--- src/rtl/cdt_pkg.sv ---
package cdt_pkg;
  typedef enum logic [1:0] {
    ST_IDLE    = 2'd0,
    ST_COUNT   = 2'd1,
    ST_PULSE   = 2'd2,
    ST_WAIT_LO = 2'd3
  } tmrState_e;

  // Strobes from the control FSM to the datapath
  typedef struct packed {
    logic loadDelay;
    logic decDelay;
    logic clrPulse;
    logic incPulse;
  } tmrStrobe_t;
endpackage

--- src/rtl/cdtDatapath.sv ---
module cdtDatapath
  import cdt_pkg::*;
#(
  parameter int CNT_W     = 20,
  parameter int PULSE_LEN = 3
) (
  input  logic             clk,
  input  logic             rst,
  input  tmrStrobe_t       strobe,
  input  logic [CNT_W-1:0] count,
  output logic             delayLast,
  output logic             pulseLast
);
  localparam int PW = $clog2(PULSE_LEN + 1);
  localparam logic [PW-1:0] PULSE_END = PW'(PULSE_LEN - 1);

  logic [CNT_W-1:0] remainQ;
  logic [PW-1:0]    pulseCntQ;
  logic [CNT_W-1:0] loadVal;

  // A zero request is promoted to a single cycle
  assign loadVal = (count == '0) ? CNT_W'(1) : count;

  always_ff @(posedge clk) begin
    if (rst) begin
      remainQ <= '0;
    end else if (strobe.loadDelay) begin
      remainQ <= loadVal;
    end else if (strobe.decDelay) begin
      remainQ <= remainQ - CNT_W'(1);
    end
  end

  always_ff @(posedge clk) begin
    if (rst) begin
      pulseCntQ <= '0;
    end else if (strobe.clrPulse) begin
      pulseCntQ <= '0;
    end else if (strobe.incPulse) begin
      pulseCntQ <= pulseCntQ + PW'(1);
    end
  end

  assign delayLast = (remainQ == CNT_W'(1));
  assign pulseLast = (pulseCntQ == PULSE_END);

  // a loaded delay is never zero
  p_load_nonzero_r3: assert property (@(posedge clk) disable iff (rst)
    strobe.loadDelay |=> (remainQ != '0));

  // each counting cycle removes exactly one from the remainder
  p_dec_step_r2: assert property (@(posedge clk) disable iff (rst)
    (strobe.decDelay && !strobe.loadDelay) |=> (remainQ == $past(remainQ) - CNT_W'(1)));
endmodule

--- src/rtl/cdtControl.sv ---
module cdtControl
  import cdt_pkg::*;
(
  input  logic       clk,
  input  logic       rst,
  input  logic       go,
  input  logic       delayLast,
  input  logic       pulseLast,
  output tmrStrobe_t strobe,
  output logic       done
);
  tmrState_e stateQ, stateD;
  logic      doneQ, doneD;
  logic      goLowSeenQ, goLowSeenD;

  always_comb begin
    stateD     = stateQ;
    doneD      = doneQ;
    goLowSeenD = goLowSeenQ;
    strobe     = '0;
    unique case (stateQ)
      ST_IDLE: begin
        if (go) begin
          strobe.loadDelay = 1'b1;
          stateD           = ST_COUNT;
        end
      end
      ST_COUNT: begin
        if (delayLast) begin
          strobe.clrPulse = 1'b1;
          doneD           = 1'b1;
          goLowSeenD      = 1'b0;
          stateD          = ST_PULSE;
        end else begin
          strobe.decDelay = 1'b1;
        end
      end
      ST_PULSE: begin
        strobe.incPulse = 1'b1;
        if (!go) goLowSeenD = 1'b1;
        if (pulseLast) begin
          doneD  = 1'b0;
          stateD = (goLowSeenQ || !go) ? ST_IDLE : ST_WAIT_LO;
        end
      end
      ST_WAIT_LO: begin
        if (!go) stateD = ST_IDLE;
      end
      default: stateD = ST_IDLE;
    endcase
  end

  always_ff @(posedge clk) begin
    if (rst) begin
      stateQ     <= ST_IDLE;
      doneQ      <= 1'b0;
      goLowSeenQ <= 1'b0;
    end else begin
      stateQ     <= stateD;
      doneQ      <= doneD;
      goLowSeenQ <= goLowSeenD;
    end
  end

  assign done = doneQ;

  // the done pulse lasts exactly three cycles
  p_done_width_r4: assert property (@(posedge clk) disable iff (rst)
    $rose(doneQ) |=> doneQ ##1 doneQ ##1 !doneQ);

  // no completion while waiting for go to drop
  p_wait_quiet_r6: assert property (@(posedge clk) disable iff (rst)
    (stateQ == ST_WAIT_LO) |=> !doneQ);

  // done is never high when the timer is idle
  p_idle_quiet_r1: assert property (@(posedge clk) disable iff (rst)
    (stateQ == ST_IDLE) |-> !doneQ);
endmodule

--- src/rtl/cycDelayTimer.sv ---
module cycDelayTimer #(
  parameter int CNT_W     = 20,
  parameter int PULSE_LEN = 3
) (
  input  logic             clk,
  input  logic             rst,
  input  logic [CNT_W-1:0] count,
  input  logic             go,
  output logic             done
);
  import cdt_pkg::*;

  tmrStrobe_t strobe;
  logic       delayLast;
  logic       pulseLast;

  cdtControl u_ctrl (
    .clk       (clk),
    .rst       (rst),
    .go        (go),
    .delayLast (delayLast),
    .pulseLast (pulseLast),
    .strobe    (strobe),
    .done      (done)
  );

  cdtDatapath #(
    .CNT_W     (CNT_W),
    .PULSE_LEN (PULSE_LEN)
  ) u_dp (
    .clk       (clk),
    .rst       (rst),
    .strobe    (strobe),
    .count     (count),
    .delayLast (delayLast),
    .pulseLast (pulseLast)
  );
endmodule

--- config.mk ---
export PLATFORM = sky130hd
export DESIGN_NAME = cycDelayTimer
export DESIGN_NICKNAME = d
export VERILOG_FILES = /design/src/rtl/cdt_pkg.sv /design/src/rtl/cdtDatapath.sv /design/src/rtl/cdtControl.sv /design/src/rtl/cycDelayTimer.sv
export SDC_FILE = /design/constraint.sdc
export NUM_CORES = 1
export LEC_CHECK = 0
export ABC_CLOCK_PERIOD_IN_PS = 2600
export BUFFER_PORTS_ARGS = -buffer_cell sky130_fd_sc_hd__buf_4
export CAP_MARGIN = 20
export CORE_ASPECT_RATIO = 1.1
export CORE_MARGIN = 2
export CORE_UTILIZATION = 40
export DETAILED_ROUTE_END_ITERATION = 8
export PLACE_DENSITY = 0.62
export SKIP_LAST_GASP = 1
export SYNTH_ARGS = -nofsm -noshare
export SYNTH_HDL_FRONTEND = slang
export SYNTH_SLANG_ARGS = --single-unit
export TNS_END_PERCENT = 5
--- constraint.sdc ---
create_clock -name clk -period 2.6 [get_ports clk]
set_clock_uncertainty 0.2 [all_clocks]
set_input_delay 0.52 -clock clk [delete_from_list [all_inputs] [get_ports clk]]
set_output_delay 0.52 -clock clk [all_outputs]
set_load 0.02 [all_outputs]
==> results by group <==
Status
  – Status: finished clean

Critical path
  – Reg2reg start: u_dp.remainQ[4]$_SDFFE_PP0P_
  – Worst EP required: 2.58 ns
  – Crit Path Class: reg2reg
  – Worst Setup Start Kind: flop
  – R2R depth: 5
  – Reg2reg setup slack: 0.21 ns
  – Data arrival time of the worst path: 2.37 ns
  – Worst setup EP type: flop
  – Crit Path Max Fanout: 8
  – R2r endpoint: u_dp.remainQ[1]$_SDFFE_PP0P_

Yosys
  – Top_reg_cell synth: dfxtp_1
  – Async SR Flop Fraction: 0
  – Seq cells post-synth: 26
  – Register area share after synthesis: 0.3265
  – Synth warnings: 0
  – Post-synth top area cell: dfxtp_1
  – Synth top area cells: dfxtp_1, a211oi_1, ha_1, nor2_1, xnor2_1
  – Syn_area_per_cell: 8.570 um^2
  – Most frequent cell after synthesis: dfxtp_1
  – Most frequent cells after synthesis: dfxtp_1, nor2_1, a211oi_1, inv_1, a21oi_1
  – Distinct cell type count after synthesis: 46
  – Synth top area share: 0.3265
  – Post-synth EDFFs: 0
  – Syn Nets: 216
  – Syn Inst Count: 186
  – Post-Syn Area: 0.001594 mm^2

Drt
  – Routed Antenna Nets: 0
  – DR pass1 iterations: 4
  – DR WL/cell: 15.87 um
  – Initial detailed-routing violation count: 74
  – Detailed-route via count: 1510
  – DR DRC count: 0
  – Detailed Route WL: 4157 um
  – Routed vias/inst: 5.763

Clocking
  – Sink Count: 26
  – H-tree Lvls: 1
  – Clk_lat worst skew: 0.27 ns
  – Clock Path Buffers: 2
  – Worst-path clk slew: 0.09 ns
  – Cts bufs inserted: 3
  – CTS root buffer: clkbuf_8
  – CTS tree: built

Hold path
  – Hold WC Path Type: in2reg
  – Hold endpoint: u_dp.remainQ[11]$_SDFFE_PP0P_
  – Worst Hold Depth: 2
  – Hold_sp: count[11]

Timing
  – Final setup viols: 0
  – Tmin final: 2.391 ns
  – Setup TNS: 0 ns
  – Crit share post-route: 0.9197
  – Max frequency: 418.2 MHz
  – Fin. Hold Viols: 0
  – Slew HR: 0.5403
  – Slew @ Worst Pin: 0.6878 ns
  – RSZ-0062 raised after global routing: no
  – Slew Limit Fails: 0
  – Final WS setup: 0.2088 ns

Floorplanning
  – Full die area: 0.004507 mm^2
  – Core region area: 0.003904 mm^2
  – Initial core utilization: 0.4083
  – I/O pins: 24
  – Die height: 70.21 um
  – Cell row count: 24
  – Die X: 64.19 um

GRT
  – First-pass GRT wire length: 6851 um
  – Total GRT Usage: 0.1911
  – Antenna violations before repair: 0
  – Pin count of the biggest net entering global routing: 22
  – Vias in the first global route: 1476
  – GRT overflow: 0

Pwr
  – Leakage power: 0.7401 nW
  – Pwr dens: 1040 mW/mm^2
  – Maximum VDD drop: 0.5111 mV
  – Overall Power: 0.001962 W

Flow run
  – Max-Cap Viols: 0

Cells and area
  – Fill count: 388
  – Net count, final: 241
  – P&R area growth vs syn: 18.37%
  – Ant diodes: 0
  – Share of layout cells above drive strength 1: 0.2143

Place
  – HPWL Detailed: 3146 um
  – GP Congestion: 0.9142
  – Place WS: 0.2209 ns
  – IO buf count: 23
==> critical path: stages, from the launching register on <==
cell and delay, ns:
dfxtp_1 0.37, nor4_4 0.50, and4b_1 0.47, a21oi_2 0.16
mux2_4 0.33, a211oi_1 0.27
==> cell usage in the layout, fill, tap and decap left out, types with 4 or more instances in the layout <==
master	n
buf_4	27
dfxtp_1	26
nor2_1	22
a211oi_1	12
inv_1	11
a21oi_1	10
nand2_1	8
nor4_1	7
ha_1	7
nor3_1	6
xor2_1	6
o21ai_0	6
xnor2_1	6
a311oi_1	5
a22o_1	4
clkbuf_8	4
==> final cells by class <==
class	instances	area [um^2]	share of cell area
well taps	52	65.06	0.03448
inverters	11	41.29	0.02188
repair buffers	27	202.7	0.1074
flip-flops and latches	26	520.5	0.2759
multi-input cells	142	1002	0.5312
clock buffers	4	55.05	0.02918
==> sequential cells by signal, indices dropped and copies added (netlist names) <==
register           count
u_ctrl.stateQ          2
u_ctrl.goLowSeenQ      1
u_dp.remainQ          20
u_ctrl.done            1
u_dp.pulseCntQ         2
==> report_power, final <==
| group | internal [W] | leakage (nW) | switching, W | total (W) |
|---|---|---|---|---|
| clock network | 0.000135 | 0.0288 | 0.000128 | 0.000264 |
| logic | 0.000440 | 0.497 | 0.000566 | 0.00101 |
| registers | 0.000537 | 0.215 | 0.000156 | 0.000692 |
==> how the worst max path moves through the flow <==
stage | startpoint | end | slack [ns] | cells after the start
finish | u_dp.remainQ[4]$_SDFFE_PP0P_ | u_dp.remainQ[1]$_SDFFE_PP0P_ | 0.21 | 5
global placement | u_dp.remainQ[0]$_SDFFE_PP0P_ | u_dp.remainQ[6]$_SDFFE_PP0P_ | 0.35 | 7
detailed placement | u_dp.remainQ[1]$_SDFFE_PP0P_ | u_dp.remainQ[6]$_SDFFE_PP0P_ | 0.22 | 7
floorplan | u_dp.remainQ[4]$_SDFFE_PP0P_ | u_dp.remainQ[10]$_SDFFE_PP0P_ | 0.56 | 5
CTS | u_dp.remainQ[1]$_SDFFE_PP0P_ | u_dp.remainQ[6]$_SDFFE_PP0P_ | 0.20 | 7
global route | u_dp.remainQ[1]$_SDFFE_PP0P_ | u_dp.remainQ[6]$_SDFFE_PP0P_ | 0.007 | 7
==> through the flow <==
| step | std cells | cell area, um^2 | hold WS [ns] | utilization |
|---|---|---|---|---|
| floorplan | 186 | 1594 | 0.2780 | - |
| global placement | 258 | 1831 | 0.2596 | 0.4689 |
| detailed placement | 258 | 1831 | 0.2791 | 0.4689 |
| CTS | 262 | 1886 | 0.2634 | 0.4830 |
| global route | 262 | 1887 | 0.2517 | 0.4833 |
| finish | 262 | 1887 | 0.2636 | 0.4833 |
==> kinds of logic (layout without fill, tap and decap cells) <==
group	after synthesis	after routing	synth area share
compound gates	50	50	0.2292
xor+xnor	12	12	0.06593
fa+ha+maj	7	7	0.05494
buf+inv	18	42	0.04553
flops	26	26	0.3265
mux	1	1	0.009416
simple gates	72	72	0.2684
==> what timing repair did <==
| action | 4_1_cts | 5_1_grt |
|---|---|---|
| hold buffers | 0 | 0 |
| gates resized for setup | 0 | 1 |
| setup endpoints to repair | 0 | 1 |
| buffers inserted | 0 | 0 |
==> layer usage <==
layer	global-route usage	vias to the layer above	routed length, um
li1	-	752	-
met1	0.2384	693	1792
met2	0.3275	50	2037
met3	0.02093	15	181
met4	0.08747	0	145
met5	0	-	0
No activity file was read; power rests on OpenSTA's default activity.
